===== src/rtl/tcmp_pkg.sv =====
package tcmp_pkg;
  typedef enum logic [2:0] {
    A_CTRL = 3'd0,
    A_CMP  = 3'd1,
    A_TMR  = 3'd2,
    A_PORT = 3'd3,
    A_STAT = 3'd4,
    A_PIN  = 3'd5
  } reg_addr_e;

  localparam int CTRL_MODE = 0;
  localparam int CTRL_IEN  = 1;
  localparam int CTRL_RUN  = 2;
  localparam int CTRL_W    = 3;
endpackage


===== src/rtl/tcmp_timer.sv =====
module tcmp_timer #(
  parameter int CNT_W = 16
) (
  input  logic             clk,
  input  logic             rst,
  input  logic             run_i,
  input  logic             load_i,
  input  logic [CNT_W-1:0] load_val_i,
  output logic [CNT_W-1:0] cnt_o,
  output logic             step_o,
  output logic             ovf_o
);
  localparam logic [CNT_W-1:0] CNT_MAX = {CNT_W{1'b1}};

  logic [CNT_W-1:0] cnt_q;

  assign step_o = run_i && !load_i;
  assign ovf_o  = step_o && (cnt_q == CNT_MAX);
  assign cnt_o  = cnt_q;

  always_ff @(posedge clk) begin
    if (rst)         cnt_q <= '0;
    else if (load_i) cnt_q <= load_val_i;
    else if (run_i)  cnt_q <= cnt_q + 1'b1;
  end

  assert_wrap_zero_R3: assert property (@(posedge clk) disable iff (rst)
    ovf_o |=> (cnt_q == '0));
  assert_load_wins_R2: assert property (@(posedge clk) disable iff (rst)
    load_i |=> (cnt_q == $past(load_val_i)));
  assert_hold_stopped_R2: assert property (@(posedge clk) disable iff (rst)
    (!run_i && !load_i) |=> $stable(cnt_q));
endmodule


===== src/rtl/tcmp_compare.sv =====
module tcmp_compare #(
  parameter int CNT_W = 16
) (
  input  logic             clk,
  input  logic             rst,
  input  logic             step_i,
  input  logic [CNT_W-1:0] cnt_i,
  input  logic [CNT_W-1:0] cmp_i,
  input  logic             clr_i,
  output logic             match_o,
  output logic             flag_o
);
  logic flag_q;

  assign match_o = step_i && (cnt_i == cmp_i);
  assign flag_o  = flag_q;

  always_ff @(posedge clk) begin
    if (rst)          flag_q <= 1'b0;
    else if (match_o) flag_q <= 1'b1;
    else if (clr_i)   flag_q <= 1'b0;
  end

  assert_flag_set_R8: assert property (@(posedge clk) disable iff (rst)
    match_o |=> flag_q);
  assert_flag_clear_R8: assert property (@(posedge clk) disable iff (rst)
    (clr_i && !match_o) |=> !flag_q);
  assert_flag_sticky_R8: assert property (@(posedge clk) disable iff (rst)
    (flag_q && !clr_i) |=> flag_q);
endmodule


===== src/rtl/tcmp_port_latch.sv =====
module tcmp_port_latch (
  input  logic clk,
  input  logic rst,
  input  logic mode_i,
  input  logic set_i,
  input  logic clr_i,
  input  logic wr_i,
  input  logic wr_bit_i,
  output logic q_o
);
  logic q;

  assign q_o = q;

  always_ff @(posedge clk) begin
    if (rst) begin
      q <= 1'b0;
    end else if (mode_i) begin
      if (clr_i)      q <= 1'b0;
      else if (set_i) q <= 1'b1;
    end else if (wr_i) begin
      q <= wr_bit_i;
    end
  end

  assert_wrap_clears_R5: assert property (@(posedge clk) disable iff (rst)
    (mode_i && clr_i) |=> !q);
  assert_match_sets_R4: assert property (@(posedge clk) disable iff (rst)
    (mode_i && set_i && !clr_i) |=> q);
  assert_bus_cut_R6: assert property (@(posedge clk) disable iff (rst)
    (mode_i && !set_i && !clr_i) |=> $stable(q));
  assert_bus_write_R7: assert property (@(posedge clk) disable iff (rst)
    (!mode_i && wr_i) |=> (q == $past(wr_bit_i)));
  assert_idle_hold_R7: assert property (@(posedge clk) disable iff (rst)
    (!mode_i && !wr_i) |=> $stable(q));
endmodule


===== src/rtl/tcmp_unit.sv =====
module tcmp_unit #(
  parameter int CNT_W = 16
) (
  input  logic             clk,
  input  logic             rst,
  input  logic             wr_en,
  input  logic [2:0]       wr_addr,
  input  logic [CNT_W-1:0] wr_data,
  input  logic [2:0]       rd_addr,
  output logic [CNT_W-1:0] rd_data,
  input  logic             pin_in,
  output logic             cmp_pin_o,
  output logic             irq_o
);
  import tcmp_pkg::*;

  logic [CTRL_W-1:0] ctrl_q;
  logic [CNT_W-1:0]  cmp_q;
  logic [CNT_W-1:0]  cnt;
  logic              step, ovf, match, flag, latch_q;
  logic              wr_ctrl, wr_cmp, wr_tmr, wr_port, clr_flag;
  logic [CNT_W-1:0]  rd_next, rd_q;

  assign wr_ctrl  = wr_en && (wr_addr == A_CTRL);
  assign wr_cmp   = wr_en && (wr_addr == A_CMP);
  assign wr_tmr   = wr_en && (wr_addr == A_TMR);
  assign wr_port  = wr_en && (wr_addr == A_PORT);
  assign clr_flag = wr_en && (wr_addr == A_STAT) && wr_data[0];

  always_ff @(posedge clk) begin
    if (rst) begin
      ctrl_q <= '0;
      cmp_q  <= '0;
    end else begin
      if (wr_ctrl) ctrl_q <= wr_data[CTRL_W-1:0];
      if (wr_cmp)  cmp_q  <= wr_data;
    end
  end

  tcmp_timer #(.CNT_W(CNT_W)) u_timer (
    .clk        (clk),
    .rst        (rst),
    .run_i      (ctrl_q[CTRL_RUN]),
    .load_i     (wr_tmr),
    .load_val_i (wr_data),
    .cnt_o      (cnt),
    .step_o     (step),
    .ovf_o      (ovf)
  );

  tcmp_compare #(.CNT_W(CNT_W)) u_compare (
    .clk     (clk),
    .rst     (rst),
    .step_i  (step),
    .cnt_i   (cnt),
    .cmp_i   (cmp_q),
    .clr_i   (clr_flag),
    .match_o (match),
    .flag_o  (flag)
  );

  tcmp_port_latch u_latch (
    .clk      (clk),
    .rst      (rst),
    .mode_i   (ctrl_q[CTRL_MODE]),
    .set_i    (match),
    .clr_i    (ovf),
    .wr_i     (wr_port),
    .wr_bit_i (wr_data[0]),
    .q_o      (latch_q)
  );

  always_comb begin
    rd_next = '0;
    case (rd_addr)
      A_CTRL:  rd_next[CTRL_W-1:0] = ctrl_q;
      A_CMP:   rd_next = cmp_q;
      A_TMR:   rd_next = cnt;
      A_PORT:  rd_next[0] = latch_q;
      A_STAT:  rd_next[0] = flag;
      A_PIN:   rd_next[0] = pin_in;
      default: rd_next = '0;
    endcase
  end

  always_ff @(posedge clk) begin
    if (rst) rd_q <= '0;
    else     rd_q <= rd_next;
  end

  assign rd_data   = rd_q;
  assign cmp_pin_o = latch_q;
  assign irq_o     = flag && ctrl_q[CTRL_IEN];

  assert_irq_gated_R9: assert property (@(posedge clk) disable iff (rst)
    (wr_ctrl && !wr_data[CTRL_IEN]) |=> !irq_o);
  assert_cmp_immediate_R11: assert property (@(posedge clk) disable iff (rst)
    wr_cmp |=> (cmp_q == $past(wr_data)));
endmodule


===== config.mk =====
export PLATFORM = sky130hd
export DESIGN_NAME = tcmp_unit
export DESIGN_NICKNAME = d
export VERILOG_FILES = /design/src/rtl/tcmp_pkg.sv /design/src/rtl/tcmp_timer.sv /design/src/rtl/tcmp_compare.sv /design/src/rtl/tcmp_port_latch.sv /design/src/rtl/tcmp_unit.sv
export SDC_FILE = /design/constraint.sdc
export NUM_CORES = 1
export LEC_CHECK = 0
export BUFFER_PORTS_ARGS = -buffer_cell sky130_fd_sc_hd__buf_2
export CAP_MARGIN = 25
export CORE_MARGIN = 10
export CORE_UTILIZATION = 35
export DETAILED_ROUTE_END_ITERATION = 8
export PLACE_DENSITY = 0.5
export SLEW_MARGIN = 0
export SYNTH_ARGS = -nofsm -noshare
export SYNTH_HDL_FRONTEND = slang
export SYNTH_SLANG_ARGS = --single-unit

===== constraint.sdc =====
create_clock -name clk -period 3.7 [get_ports clk]
set_input_delay 0.74 -clock clk [delete_from_list [all_inputs] [get_ports clk]]
set_output_delay 0.74 -clock clk [all_outputs]
set_load 0.05 [all_outputs]

==> results.yml <==
setup_path:
  path_buf_inv: 0
  cp_cell_sequence: "ha_1 -> nand3_1 -> nor3_1 -> nand4_1 -> xor2_1 -> a211oi_1"
  rr_worst_depth: 6
  path_delay_family: "simple AND/OR/NAND/NOR gates"
  regToRegSetupSlack_ns: 1.70
  r2r_end: "u_timer.cnt_o[12]"
  cp.arrival_ns: 2.22
  end_kind: "register"
  timing_worst_setup_path_type: "reg -> reg"
  critPathSlowestCell: "nor3_1"
  required_ns: 3.92
  setup.worst_path.start_class: "register"
  r2r_start: "u_timer.cnt_o[0]"
  cp_max_fo: 5
  crit_path_max_incr_delay_ns: 0.54
clock_network:
  cts.sinks: 53
  postCtsSetupBuffers: 0
  cts.hold.buffers_added: 0
  cts_resized: 0
  cts.htree.levels: 2
  cts_tree: "done"
  cts_buffer_depth: 2
  clkLatencyLatePin_ns: 0.31
  clk_pin_slew_ns: 0.10
  root_buffer: "clkbuf_8"
  cts_buffers: 5
floorplan:
  initial_core_util_pct: 35.62
  die_h_um: 102.7
  io-pin-count: 44
  dieArea_mm2: 0.01055
  num_rows: 30
  die_x_um: 102.7
  coreArea_mm2: 0.006719
sta:
  worst_pin_slew_ns: 0.7760
  max_freq_ghz: 0.5006
  post-route-period-util_pct: 53.99
  holdWs_ns: 0.4856
  finalSetupViolations: 0
  rsz0062_at_grt: "false"
  fin_crit_ns: 1.998
  slew_violations: 0
  tns_ns: 0
  fin_skew_ns: 0.007288
  relSlewSlack_pct: 48.11
  finalHoldViolCount: 0
  worst_slack_ns: 1.702
power:
  p_int_uw: 753.7
  clkPwrFrac_pct: 31.5
  p_sw_share_pct: 26.22
  power_switching_uw: 267.8
  leakage_nw: 1.082
  ir_drop_mv: 0.1488
  p_comb_share_pct: 9.8
  powerDensity_mw_per_mm2: 371.6
  seqPwrFrac_pct: 58.7
drt:
  via_per_inst: 5.010
  drt-wirelength-per-cell_um: 15.51
  drt_iter0_markers: 90
  ant_nets: 0
  route.detailed.drc: 0
  vias: 1989
  routed_wirelength_um: 6156
  first_pass_iters: 4
placed_design:
  port_buffers: 43
  dp_cells: 389
  place.gp.congestion: 0.7661
  pre_cts_slack_ns: 1.424
  hpwl_um: 4305
min_path:
  worstHoldEndpoint: "cmp_q[8]"
  worstHoldStart: "cmp_q[8]"
  holdPathStages: 2
  hp-class: "reg -> reg"
status:
  status: "finished, final reports clean"
yosys:
  synth_top_area_share_pct: 44.33
  avgSynthCellArea_um2: 8.518
  synth_edf_count: 0
  syn_nets: 308
  ys_types: 35
  ys_top_cells_by_count: "53 x dfxtp_1, 41 x nand2_1, 41 x nor2_1, 24 x xor2_1, 19 x a21oi_1"
  synth-main-ff-cell: "dfxtp_1"
  postSynthCellCount: 281
  synth_area_leaders: "dfxtp_1 44%, xor2_1 8.8%, nand2_1 6.4%, nor2_1 6.4%, a211oi_1 5.0%"
  yosysTopAreaCell: "dfxtp_1"
  synth.most_common_cell: "dfxtp_1"
  ys_seq_elements: 53
  syn_area_mm2: 0.002394
  synth_seq_area_share_pct: 44.33
  synth_warnings: 0
  async_flop_share_pct: 0
global_routing:
  grt_overflow_total: 0
  grt_pass1_wl_um: 10260
  grt_max_degree: 40
  grt_pass1_vias: 2037
  grt_use_total_pct: 12.37
  antenna_found_initial: 0
finish:
  instances_no_fill: 397
  n_antenna_cell: 0
  regArea_mm2: 0.001061
  fill_cells: 710
  multi_input_area_mm2: 0.001252
  final_nets: 343
  drive_gt1_share_pct: 19.24
  area_delta_synth_final_pct: 14.85
job:
  cap_violations: 0
==> area by class of cell <==
type                    count  share of cell area [%]
inverters                   1                  0.1365
repair buffers             47                   8.921
clock inverters             3                  0.6372
well taps                  80                   3.641
flip-flops and latches     53                   38.60
clock buffers               5                   2.503
multi-input cells         208                   45.56
==> worst max path at each step <==
stage,from,endpoint,cells after the start
floorplan,wr_addr[1],u_latch.q_o,5
global placement,wr_en,u_latch.q_o,7
detailed placement,wr_en,u_latch.q_o,7
CTS,u_timer.cnt_o[0],u_timer.cnt_o[12],6
global route,u_timer.cnt_o[0],u_timer.cnt_o[10],6
finish,u_timer.cnt_o[0],u_timer.cnt_o[12],6
==> per-stage QoR <==
step                power, mW  cell area [um2]  utilization [%]
finish                  1.022             2749            40.91
global route            1.073             2749            40.91
CTS                     1.038             2749            40.91
detailed placement     0.7145             2663            39.63
global placement       0.7145             2663            39.63
floorplan              0.6732             2394                -
==> cell usage in the layout, fill, tap and decap left out, drive strengths merged, types with 2 or more instances in the layout <==
cell	n
clkinv	2
clkbuf	5
nand2	41
a21oi	19
nor3	4
nand4	5
nand3	7
nand3b	2
dfxtp	53
nor2	41
xor2	24
a22oi	13
mux2i	8
nor4	4
buf	47
nand2b	2
a211oi	16
xnor2	7
nor2b	3
==> worst register-to-register path, delay by kind of cell, from the launching register on <==
kind / cells / cell delay (ns)
adders and majority gates: 1 / 0.23
and+or+nand+nor: 3 / 0.84
AOI/OAI and AO/OA: 1 / 0.22
xor gates and xnor gates: 1 / 0.18
DFF: 1 / 0.46
==> registers in the layout, indices dropped and copies added (netlist names) <==
register,flops
cmp_q,16
ctrl_q,3
rd_data,16
u_compare.flag_o,1
u_latch.q_o,1
u_timer.cnt_o,16
==> layer usage <==
metal / vias to the layer above / share of wire, % / global-route usage (%)
met5: - / 0 / 0
met2: 41 / 47 / 20.41
met3: 5 / 4.6 / 3.016
li1: 1035 / - / -
met1: 908 / 48 / 15.68
met4: 0 / 1.2 / 3.254
==> cell families after synthesis <==
family | Yosys count | synth area share (%)
flip-flops | 53 | 44.33
buffers and inverters | 20 | 3.345
adder cells (fa/ha/maj) | 1 | 0.5227
AO/OA/AOI/OAI | 52 | 14.22
AND/OR/NAND/NOR | 115 | 21.96
XOR/XNOR | 31 | 11.34
multiplexers | 9 | 4.287
==> power groups by stage <==
stage                     combinational [mW]  sequential, mW  clock (mW)
after CTS                              0.102           0.599       0.336
after floorplan                       0.0598           0.613           0
after global placement                 0.102           0.612           0
after global routing                   0.113           0.602       0.358
final                                  0.100           0.599       0.322
after detailed placement               0.102           0.613           0
Note: power is estimated with default switching activity, not from simulation.
